`config.mk`:
```
export PLATFORM = sky130hd
export DESIGN_NAME = rob_bypass_buffer
export DESIGN_NICKNAME = d
export VERILOG_FILES = /design/src/rtl/rob_pkg.sv /design/src/rtl/rob_ctrl.sv /design/src/rtl/rob_fwd.sv /design/src/rtl/rob_bypass_buffer.sv
export SDC_FILE = /design/constraint.sdc
export NUM_CORES = 2
export LEC_CHECK = 0
export ABC_AREA = 1
export BUFFER_PORTS_ARGS = -buffer_cell sky130_fd_sc_hd__buf_2
export CORE_MARGIN = 2
export CORE_UTILIZATION = 35
export CTS_CLUSTER_DIAMETER = 200
export DETAILED_ROUTE_END_ITERATION = 10
export GPL_ROUTABILITY_DRIVEN = 0
export PLACE_DENSITY = 0.49
export SYNTH_ARGS = -nofsm -noshare
export SYNTH_HDL_FRONTEND = slang
export SYNTH_SLANG_ARGS = --single-unit
```
`constraint.sdc`:
```
create_clock -name clk -period 3.4 [get_ports clk]
set_clock_uncertainty 0.1 [all_clocks]
set_input_delay 0.17 -clock clk [delete_from_list [all_inputs] [get_ports clk]]
set_output_delay 0.17 -clock clk [all_outputs]
set_load 0.01 [all_outputs]
```
`src/rtl/rob_pkg.sv`:
```
package rob_pkg;

  typedef enum logic [1:0] {
    RET_NONE  = 2'd0,
    RET_REG   = 2'd1,
    RET_STORE = 2'd2,
    RET_QUIET = 2'd3
  } ret_kind_e;

  // Classify what the retiring entry does to architectural state.
  function automatic ret_kind_e ret_classify(input logic fire,
                                             input logic wen,
                                             input logic store);
    if (!fire)      return RET_NONE;
    else if (store) return RET_STORE;
    else if (wen)   return RET_REG;
    else            return RET_QUIET;
  endfunction

  // An entry can forward only while held, enabled, writing, and matching.
  function automatic logic fwd_hit(input logic held, input logic enabled,
                                   input logic writes, input logic same_reg);
    return held & enabled & writes & same_reg;
  endfunction

endpackage

```
`src/rtl/rob_ctrl.sv`:
```
module rob_ctrl #(
  parameter int DEPTH = 8,
  parameter int PCW   = 32,
  localparam int PW   = $clog2(DEPTH),
  localparam int CW   = $clog2(DEPTH + 1)
) (
  input  logic           clk,
  input  logic           rst_n,
  input  logic           iss_req,
  input  logic           head_done,
  input  logic           head_exc,
  input  logic [PCW-1:0] head_pc,
  output logic [PW-1:0]  tail,
  output logic [PW-1:0]  head,
  output logic [CW-1:0]  occ_cnt,
  output logic           full,
  output logic           iss_fire,
  output logic           retire_fire,
  output logic           stopped,
  output logic [PCW-1:0] stop_pc
);

  function automatic logic [PW-1:0] bump(input logic [PW-1:0] p);
    return (p == PW'(DEPTH - 1)) ? '0 : p + 1'b1;
  endfunction

  logic head_valid, stop_set;

  assign head_valid  = (occ_cnt != '0);
  assign full        = (occ_cnt == CW'(DEPTH));
  assign iss_fire    = iss_req & ~full & ~stopped;
  assign retire_fire = head_valid & head_done & ~head_exc & ~stopped;
  assign stop_set    = head_valid & head_done & head_exc & ~stopped;

  always_ff @(posedge clk) begin
    if (!rst_n) begin
      tail    <= '0;
      head    <= '0;
      occ_cnt <= '0;
      stopped <= 1'b0;
      stop_pc <= '0;
    end else begin
      if (iss_fire)    tail <= bump(tail);
      if (retire_fire) head <= bump(head);
      case ({iss_fire, retire_fire})
        2'b10:   occ_cnt <= occ_cnt + 1'b1;
        2'b01:   occ_cnt <= occ_cnt - 1'b1;
        default: occ_cnt <= occ_cnt;
      endcase
      if (stop_set) begin
        stopped <= 1'b1;
        stop_pc <= head_pc;
      end
    end
  end

endmodule

```
`src/rtl/rob_fwd.sv`:
```
module rob_fwd #(
  parameter int DEPTH = 8,
  parameter int AW    = 5,
  parameter int DW    = 32
) (
  input  logic [AW-1:0]    src,
  input  logic [DW-1:0]    rf_data,
  input  logic [DEPTH-1:0] held,
  input  logic [DEPTH-1:0] byp_en,
  input  logic [DEPTH-1:0] writes,
  input  logic [DEPTH-1:0] done,
  input  logic [AW-1:0]    dst  [DEPTH],
  input  logic [DW-1:0]    data [DEPTH],
  output logic [DW-1:0]    op_data,
  output logic             op_wait
);

  logic [DEPTH-1:0] hit;
  logic [DW-1:0]    fwd_val;
  logic             fwd_ok;

  for (genvar i = 0; i < DEPTH; i++) begin : g_cmp
    assign hit[i] = rob_pkg::fwd_hit(held[i], byp_en[i], writes[i], dst[i] == src);
  end

  always_comb begin
    fwd_val = '0;
    for (int i = 0; i < DEPTH; i++) begin
      if (hit[i] && done[i]) fwd_val = fwd_val | data[i];
    end
  end

  assign fwd_ok  = |(hit & done);
  assign op_wait = |(hit & ~done);
  assign op_data = fwd_ok ? fwd_val : rf_data;

endmodule

```
`src/rtl/rob_bypass_buffer.sv`:
```
module rob_bypass_buffer #(
  parameter int DEPTH = 8,
  parameter int AW    = 5,
  parameter int DW    = 32,
  parameter int PCW   = 32,
  parameter int EW    = 4,
  localparam int PW   = $clog2(DEPTH)
) (
  input  logic           clk,
  input  logic           rst_n,
  input  logic           iss_valid,
  input  logic [AW-1:0]  iss_dst,
  input  logic           iss_wen,
  input  logic           iss_store,
  input  logic [PCW-1:0] iss_pc,
  output logic [PW-1:0]  iss_tag,
  output logic           full,
  input  logic           cmp_valid,
  input  logic [PW-1:0]  cmp_tag,
  input  logic [DW-1:0]  cmp_data,
  input  logic [EW-1:0]  cmp_exc,
  input  logic [AW-1:0]  src_a,
  input  logic [AW-1:0]  src_b,
  input  logic [DW-1:0]  rf_a_data,
  input  logic [DW-1:0]  rf_b_data,
  output logic [DW-1:0]  opa_data,
  output logic [DW-1:0]  opb_data,
  output logic           opa_wait,
  output logic           opb_wait,
  output logic           cm_we,
  output logic [AW-1:0]  cm_addr,
  output logic [DW-1:0]  cm_data,
  output logic           st_release,
  output logic           exc_stop,
  output logic [PCW-1:0] exc_pc
);

  localparam int CW   = $clog2(DEPTH + 1);
  localparam int NSRC = 2;

  logic [DEPTH-1:0] held_q, done_q, exc_q, byp_q, wen_q, store_q;
  logic [AW-1:0]    dst_q  [DEPTH];
  logic [DW-1:0]    data_q [DEPTH];
  logic [PCW-1:0]   pc_q   [DEPTH];

  logic [PW-1:0]    tail, head;
  logic [CW-1:0]    occ_cnt;
  logic             iss_fire, retire_fire;
  rob_pkg::ret_kind_e ret_kind;

  rob_ctrl #(.DEPTH(DEPTH), .PCW(PCW)) u_ctrl (
    .clk        (clk),
    .rst_n      (rst_n),
    .iss_req    (iss_valid),
    .head_done  (done_q[head]),
    .head_exc   (exc_q[head]),
    .head_pc    (pc_q[head]),
    .tail       (tail),
    .head       (head),
    .occ_cnt    (occ_cnt),
    .full       (full),
    .iss_fire   (iss_fire),
    .retire_fire(retire_fire),
    .stopped    (exc_stop),
    .stop_pc    (exc_pc)
  );

  assign iss_tag = tail;

  always_ff @(posedge clk) begin
    for (int i = 0; i < DEPTH; i++) begin
      if (!rst_n) begin
        held_q[i]  <= 1'b0;
        done_q[i]  <= 1'b0;
        exc_q[i]   <= 1'b0;
        byp_q[i]   <= 1'b0;
        wen_q[i]   <= 1'b0;
        store_q[i] <= 1'b0;
        dst_q[i]   <= '0;
        data_q[i]  <= '0;
        pc_q[i]    <= '0;
      end else if (iss_fire && tail == PW'(i)) begin
        held_q[i]  <= 1'b1;
        done_q[i]  <= 1'b0;
        exc_q[i]   <= 1'b0;
        byp_q[i]   <= iss_wen & ~iss_store;
        wen_q[i]   <= iss_wen & ~iss_store;
        store_q[i] <= iss_store;
        dst_q[i]   <= iss_dst;
        pc_q[i]    <= iss_pc;
      end else begin
        if (iss_fire && iss_wen && !iss_store && dst_q[i] == iss_dst) byp_q[i] <= 1'b0;
        if (cmp_valid && cmp_tag == PW'(i) && held_q[i]) begin
          done_q[i] <= 1'b1;
          exc_q[i]  <= |cmp_exc;
          data_q[i] <= cmp_data;
        end
        if (retire_fire && head == PW'(i)) begin
          held_q[i] <= 1'b0;
          byp_q[i]  <= 1'b0;
        end
      end
    end
  end

  assign ret_kind   = rob_pkg::ret_classify(retire_fire, wen_q[head], store_q[head]);
  assign cm_we      = (ret_kind == rob_pkg::RET_REG);
  assign st_release = (ret_kind == rob_pkg::RET_STORE);
  assign cm_addr    = dst_q[head];
  assign cm_data    = data_q[head];

  logic [AW-1:0] src_v  [NSRC];
  logic [DW-1:0] rf_v   [NSRC];
  logic [DW-1:0] op_v   [NSRC];
  logic [NSRC-1:0] wait_v;

  assign src_v[0] = src_a;
  assign src_v[1] = src_b;
  assign rf_v[0]  = rf_a_data;
  assign rf_v[1]  = rf_b_data;

  for (genvar s = 0; s < NSRC; s++) begin : g_src
    rob_fwd #(.DEPTH(DEPTH), .AW(AW), .DW(DW)) u_fwd (
      .src    (src_v[s]),
      .rf_data(rf_v[s]),
      .held   (held_q),
      .byp_en (byp_q),
      .writes (wen_q),
      .done   (done_q),
      .dst    (dst_q),
      .data   (data_q),
      .op_data(op_v[s]),
      .op_wait(wait_v[s])
    );
  end

  assign opa_data = op_v[0];
  assign opb_data = op_v[1];
  assign opa_wait = wait_v[0];
  assign opb_wait = wait_v[1];

endmodule

```
* Word level (Yosys, flattened, before mapping) *
Memories as Yosys holds them, arrays and structs flattened. A register that Yosys moved wholly into a read port is not among the register bits.
Index checks and enable logic that the tools add are counted.

storage, ports and cells
  output and inout port bits = 142
  bits in latches = 0
  memories = 1
  bits in read-only memories = 0
  word-level logic and storage cells = 419
  memory bits (writable) = 256
  register bits after elaboration = 355

memory list
  name  words  width  rd ports  clocked after memory_dff  write ports  RTL line                 source
  pc_q  8      32     1         1                         8            rob_bypass_buffer.sv:44  logic [PCW-1:0] pc_q [DEPTH];

cells by class
  bitwise operators = 81
  reduce and logical (&&, ||, !) cells = 102
  add/sub/neg operators = 4
  $lt $le $gt $ge = 2
  shifts and indexed selects = 0
  multipliers = 0
  mux-type cells = 111
  div/mod/pow operators = 0
  eq/ne operators = 50

operator list
  kind                                                  count
  two-way mux 32 bit                                    28
  bitwise OR 32 bit                                     14
  equality test 5 bit                                   24
  binary-select mux 32 bit (select 3 bit)               1
  two-way mux 1 bit                                     69
  logical AND 1 bit                                     58
  AND 1 bit                                             40
  equality test 3 bit (second input constant)           12
  AND 8 bit                                             4
  OR reduction 8 bit                                    4
  nonzero test 3 bit                                    8
  equality test 3 x 2 -> 1 bit (second input constant)  6
  nonzero test 2 bit                                    9
  AND reduction 2 bit                                   8
  OR reduction 2 bit                                    8
  binary-select mux 5 bit (select 3 bit)                1
  NOT 1 bit                                             13
  binary-select mux 1 bit (select 3 bit)                4
  two-way mux 5 bit                                     2
  equality test 3 x 1 -> 1 bit (second input constant)  3
  logical NOT 3 bit                                     3
  NOT 8 bit                                             1
  bitwise OR 1 bit                                      8
  one-hot mux 4 bit (2 select lines)                    1
  other kinds (14)                                      21

* Depth between registers and ports, before layout *
  word-level depth = 20
  mapped depth = 21

* By module *
Synthesis repeated with hierarchy kept, for this count alone.

second synthesis, totals
  cell total of the unflattened synthesis = 5277
  area total of the unflattened synthesis = 36681.4 um2

modules (own cells, without submodules)
  module             cells each  instances  area an instance (um2)
  rob_bypass_buffer  3422        1          26726.9
  rob_fwd            780         2          3992.6
  rob_ctrl           295         1          1969.4

* Worst setup path after synthesis *
No wires, ideal clock.

  path type = flip-flop to flip-flop
  start point = register u_ctrl.head[0]
  end point = register u_ctrl.occ_cnt[3]
  arrival time = 2.313 ns
  data required time = 3.181 ns
  cell stages (with the launch flop) = 20
  setup slack = 0.868 ns
  clock period less this slack = 2.532 ns
  path through = dfxtp_1 buf_6 buf_6 o211ai_1 nand2_1 nor2_1 nor2_2 buf_4 nand2_1 nor2_4 ha_1 ha_1 nand2_1 nand2_1 a21oi_1 nor2_1 nor2_1 nand2_1 o21ai_0 a21oi_1

on the way
  word-level cells in the longest chain between the ends = 7

ends and longest elaborated chain
  element                                                                          RTL line                                          source
  from (decl)                                                                      rob_ctrl.sv:14                                    output logic [PW-1:0] head,
  from (signal assigned)                                                           rob_ctrl.sv:44                                    if (retire_fire) head <= bump(head);
  binary-select mux 1 bit (select 3 bit), on equally long branches                 rob_bypass_buffer.sv:55, rob_bypass_buffer.sv:56
  two-way mux 1 bit, on equally long branches                                      rob_bypass_buffer.sv:55, rob_bypass_buffer.sv:56
  AND 1 bit / NOT 1 bit (equally long branches)                                    rob_ctrl.sv:32                                    assign retire_fire = head_valid & head_done & ~head_exc & ~stopped;
  AND 1 bit (*) (2 in a row)                                                       rob_ctrl.sv:32
  named net retire_fire                                                            rob_bypass_buffer.sv:48                           logic iss_fire, retire_fire;
  equality test 2 x 1 -> 1 bit / equality test 2 bit (equally long branches)       rob_ctrl.sv:45                                    case ({iss_fire, retire_fire})
  one-hot mux 4 bit (2 select lines) / nonzero test 2 bit (equally long branches)  -
  to (signal assigned)                                                             rob_ctrl.sv:46                                    2'b10: occ_cnt <= occ_cnt + 1'b1;
  to (signal assigned)                                                             rob_ctrl.sv:47                                    2'b01: occ_cnt <= occ_cnt - 1'b1;
  to (signal assigned)                                                             rob_ctrl.sv:48                                    default: occ_cnt <= occ_cnt;
  to (decl)                                                                        rob_ctrl.sv:15                                    output logic [CW-1:0] occ_cnt,

Mark *: on every way through the listed nets, which the timed path passes. The rest lies on a longest branch. The select of a mux whose other input is x is not followed.
A chain may end at the register's enable or synchronous reset.

* Worst setup path in the final report *
  start point = register dst_q[10] (netlist name)
  end point = output opb_data[26]

on the way
  word-level cells in the longest chain between the ends = 9

ends and longest elaborated chain
  element                            RTL line                 source
  from (decl)                        rob_bypass_buffer.sv:42  logic [AW-1:0] dst_q [DEPTH];
  from (signal, indexed assignment)  rob_bypass_buffer.sv:89  dst_q[i] <= iss_dst;
  equality test 5 bit (*)            rob_fwd.sv:23            assign hit[i] = rob_pkg::fwd_hit(held[i], byp_en[i], writes[i], dst[i] == src);
  AND 1 bit (*)                      rob_pkg.sv:23            return held & enabled & writes & same_reg;
  logical AND 1 bit                  rob_fwd.sv:29            if (hit[i] && done[i]) fwd_val = fwd_val | data[i];
  two-way mux 32 bit                 rob_fwd.sv:29
  bitwise OR 32 bit                  rob_fwd.sv:29
  two-way mux 32 bit                 rob_fwd.sv:29
  bitwise OR 32 bit                  rob_fwd.sv:29
  two-way mux 32 bit                 rob_fwd.sv:29
  two-way mux 32 bit (*)             rob_fwd.sv:35            assign op_data = fwd_ok ? fwd_val : rf_data;
  to (decl)                          rob_bypass_buffer.sv:27  output logic [DW-1:0] opb_data,

Every way passes the cells marked *; elsewhere a longest branch is shown, timed or not.

==> results.sh <==
export IMPL_outcome="finished clean"
export IMPL_async_flop_share_pct=0
export IMPL_synthTopCellsByCount="nand2_1, nor2_1, o21ai_0, dfxtp_1, nand3_1"
export IMPL_final_period_utilization_pct=98.76
export IMPL_reg2reg_depth=19
export IMPL_portBuffers=297
export IMPL_cp_data_required_time_ps=3130
export IMPL_crit_start="dst_q[10]"
export IMPL_die_height_um=317.3
export IMPL_crit_reg2reg_capture="u_ctrl.occ_cnt[3]"
export IMPL_first_iter_violations=3475
export IMPL_yosysTopAreaCellShare_pct=22.56
export IMPL_peakVddDrop_uv=406.5
export IMPL_hold_violations=0
export IMPL_cts_root_buf="clkbuf_16"
export IMPL_grt_pass1_vias=32470
export IMPL_die_w_um=317.3
export IMPL_fillers=10230
export IMPL_cts_tree="built"
export IMPL_start_util_pct=35.41
export IMPL_insertedDiodeCount=0
export IMPL_synthCells=4936
export IMPL_die_area_mm2=0.1007
export IMPL_setup_viol=0
export IMPL_power_frac_comb_pct=21.5
export IMPL_vias=34550
export IMPL_worstSetupPathType="flop to primary output"
export IMPL_cts_buffers_inserted=78
export IMPL_grt_max_degree=253
export IMPL_power_density_mw_per_mm2=525.7
export IMPL_p_int_uw=14210
export IMPL_yosys_register_bits=643
export IMPL_ant_nets=0
export IMPL_antenna_found_initial=1
export IMPL_clk_path_buf_depth=3
export IMPL_synth_enable_flop_cells=256
export IMPL_yosysTopAreaCell="dfxtp_1"
export IMPL_first_pass_iters=5
export IMPL_max_cap_viol_count=0
export IMPL_grt_pass1_wl_um=213500
export IMPL_ys_types=44
export IMPL_cts_clk_slew_worst_paths_ps=60
export IMPL_max_slew_margin_pct=20.90
export IMPL_timing_fmax_mhz=297.8
export IMPL_crit_path_max_fanout=16
export IMPL_routed_wl_um=146500
export IMPL_core_area_mm2=0.09699
export IMPL_fin_util_pct=41.58
export IMPL_finish_net_count=5313
export IMPL_avgRoutedWirePerCell_um=22.62
export IMPL_final_min_clock_period_ps=3358
export IMPL_crit_end="opb_data[26]"
export IMPL_areaGrowthSynthToFinish_pct=17.42
export IMPL_p_leak_uw=0.01674
export IMPL_seq_power_share_pct=39.7
export IMPL_start_kind="flop"
export IMPL_p_switching_uw=6989
export IMPL_r2r_start="u_ctrl.head[0]"
export IMPL_regArea_mm2=0.01545
export IMPL_drv_slew=0
export IMPL_yosysSeqAreaShare_pct=44.94
export IMPL_yosysMostFrequentCell="nand2_1"
export IMPL_worst_slew_pin_slew_ps=1186
export IMPL_layout_drive_gt1_share_pct=11.09
export IMPL_multi_input_area_mm2=0.01636
export IMPL_cts_sinks=643
export IMPL_dp_hpwl_um=85650
export IMPL_viasPerCell=5.333
export IMPL_regToRegSetupSlack_ps=630
export IMPL_rows=114
export IMPL_grt_total_usage_pct=28.41
export IMPL_worstSkewPairLatency_ps=660
export IMPL_critPathCaptureType="primary output"
export IMPL_route_detailed_drc=0
export IMPL_power_total_uw=21200
export IMPL_sw_frac_of_total_pct=32.96
export IMPL_setup_slack_ps=42.06
export IMPL_fin_setup_tns_ps=0
export IMPL_syn_nets=5108
export IMPL_pwr_share_clk_pct=38.9
export IMPL_htree_levels=3
export IMPL_dp_slack_ps=609.1
export IMPL_hp_class="primary input to flop"
export IMPL_io_pins=298
export IMPL_critical_path_arrival_ps=3090
export IMPL_rsz0062_at_grt="false"
export IMPL_avgSynthCellArea_um2=6.958
export IMPL_syn_area_mm2=0.03435
export IMPL_synth_ff_type="dfxtp_1"
export IMPL_grt_overflow=0
export IMPL_ys_top_cells_by_area="dfxtp_1, edfxtp_1, nand2_1"
export IMPL_yosysWarnings=0
how the worst min path moves through the flow:
stage | startpoint | to | slack [ps] | cells past startpoint
finish | iss_dst[2] | byp_q[7] | 100 | 5
global route | iss_dst[2] | byp_q[7] | 100 | 5
CTS | iss_dst[2] | byp_q[7] | 50 | 5
detailed placement | store_q[0] | store_q[0] | 340 | 2
global placement | store_q[0] | store_q[0] | 330 | 2
floorplan | cmp_data[31] | data_q[127] | 220 | 2
what timing repair did:
item,CTS,global route
hold endpoints to repair,605,0
endpoints found under the setup margin,8,42
pin swaps,2,1
buffers inserted,1,1
hold buffers,77,0
gates cloned,1,1
resized for setup,5,4
cells in the final DEF (no fill, tap or decap), drive strengths merged, types with 3 or more instances in the layout:
master,Yosys,routed
nand4,133,133
edfxtp,256,256
o211ai,3,3
clkinv,2,23
a221oi,5,5
a31oi,38,38
dlygate4sd3,0,77
nor2,961,962
or2,7,7
nand2,1251,1251
o22ai,43,43
xnor2,13,13
o21ai,559,559
dfxtp,387,387
ha,15,15
buf,193,387
clkbuf,148,118
xor2,34,34
inv,294,295
nand3,358,358
nor3,8,8
a21oi,217,217
power by group through the flow:
stage / Sequential [uW] / Combinational [uW] / Clock [uW]
after floorplan: 8510 / 2770 / 0
after global placement: 8580 / 4400 / 0
after detailed placement: 8580 / 4390 / 0
after CTS: 8410 / 4490 / 8400
after global routing: 8440 / 4960 / 8690
final: 8420 / 4550 / 8240
stage by stage:
stage / cells / instance area, um^2 / hold slack (ps)
floorplan: 4936 / 34350 / 217.4
CTS: 6477 / 40270 / 48.44
detailed placement: 6256 / 36970 / 343.3
finish: 6479 / 40330 / 102.1
global route: 6479 / 40330 / 104.5
global placement: 6256 / 36970 / 334.9
area by class of cell:
type / count / share of cell area, %
inverter: 296 / 2.804
clock buffer: 117 / 5.597
tap: 1276 / 3.959
sequential: 643 / 38.31
clock inverter: 25 / 0.5429
multi-input combinational: 3657 / 40.56
timing repair buffer: 465 / 8.234
critical path: stages, from the launching register on:
cell	delay (ps)
dfxtp_1	510
inv_1	130
nand2_1	80
nand4_1	110
nor2_1	310
nand3_1	240
nand2_1	430
nor2_4	60
buf_12	180
nand3_1	100
nand3_1	110
buf_2	170
layer usage:
metal	routed length (um)	global-route usage, %	vias to the layer above	share of wire (%)
met5	0	0	-	0
met4	5174	10.28	0	3.5
met3	10620	4.082	267	7.2
met2	64730	43.88	1446	44
met1	66020	40.31	16240	45
li1	-	-	16600	-
cells by family after synthesis:
group / synth area share (%)
flip-flops: 44.94
buffers and inverters: 7.832
XOR/XNOR: 1.199
AO/OA/AOI/OAI: 13.09
adder cells (fa/ha/maj): 0.6047
AND/OR/NAND/NOR: 32.34
state kept, by name, summed over array words and instances (netlist names), 32 cells and up:
name / count
u_ctrl.stop_pc: 32
data_q: 256
dst_q: 40
pc_q: 256
Power figures use the tool's default switching activity.
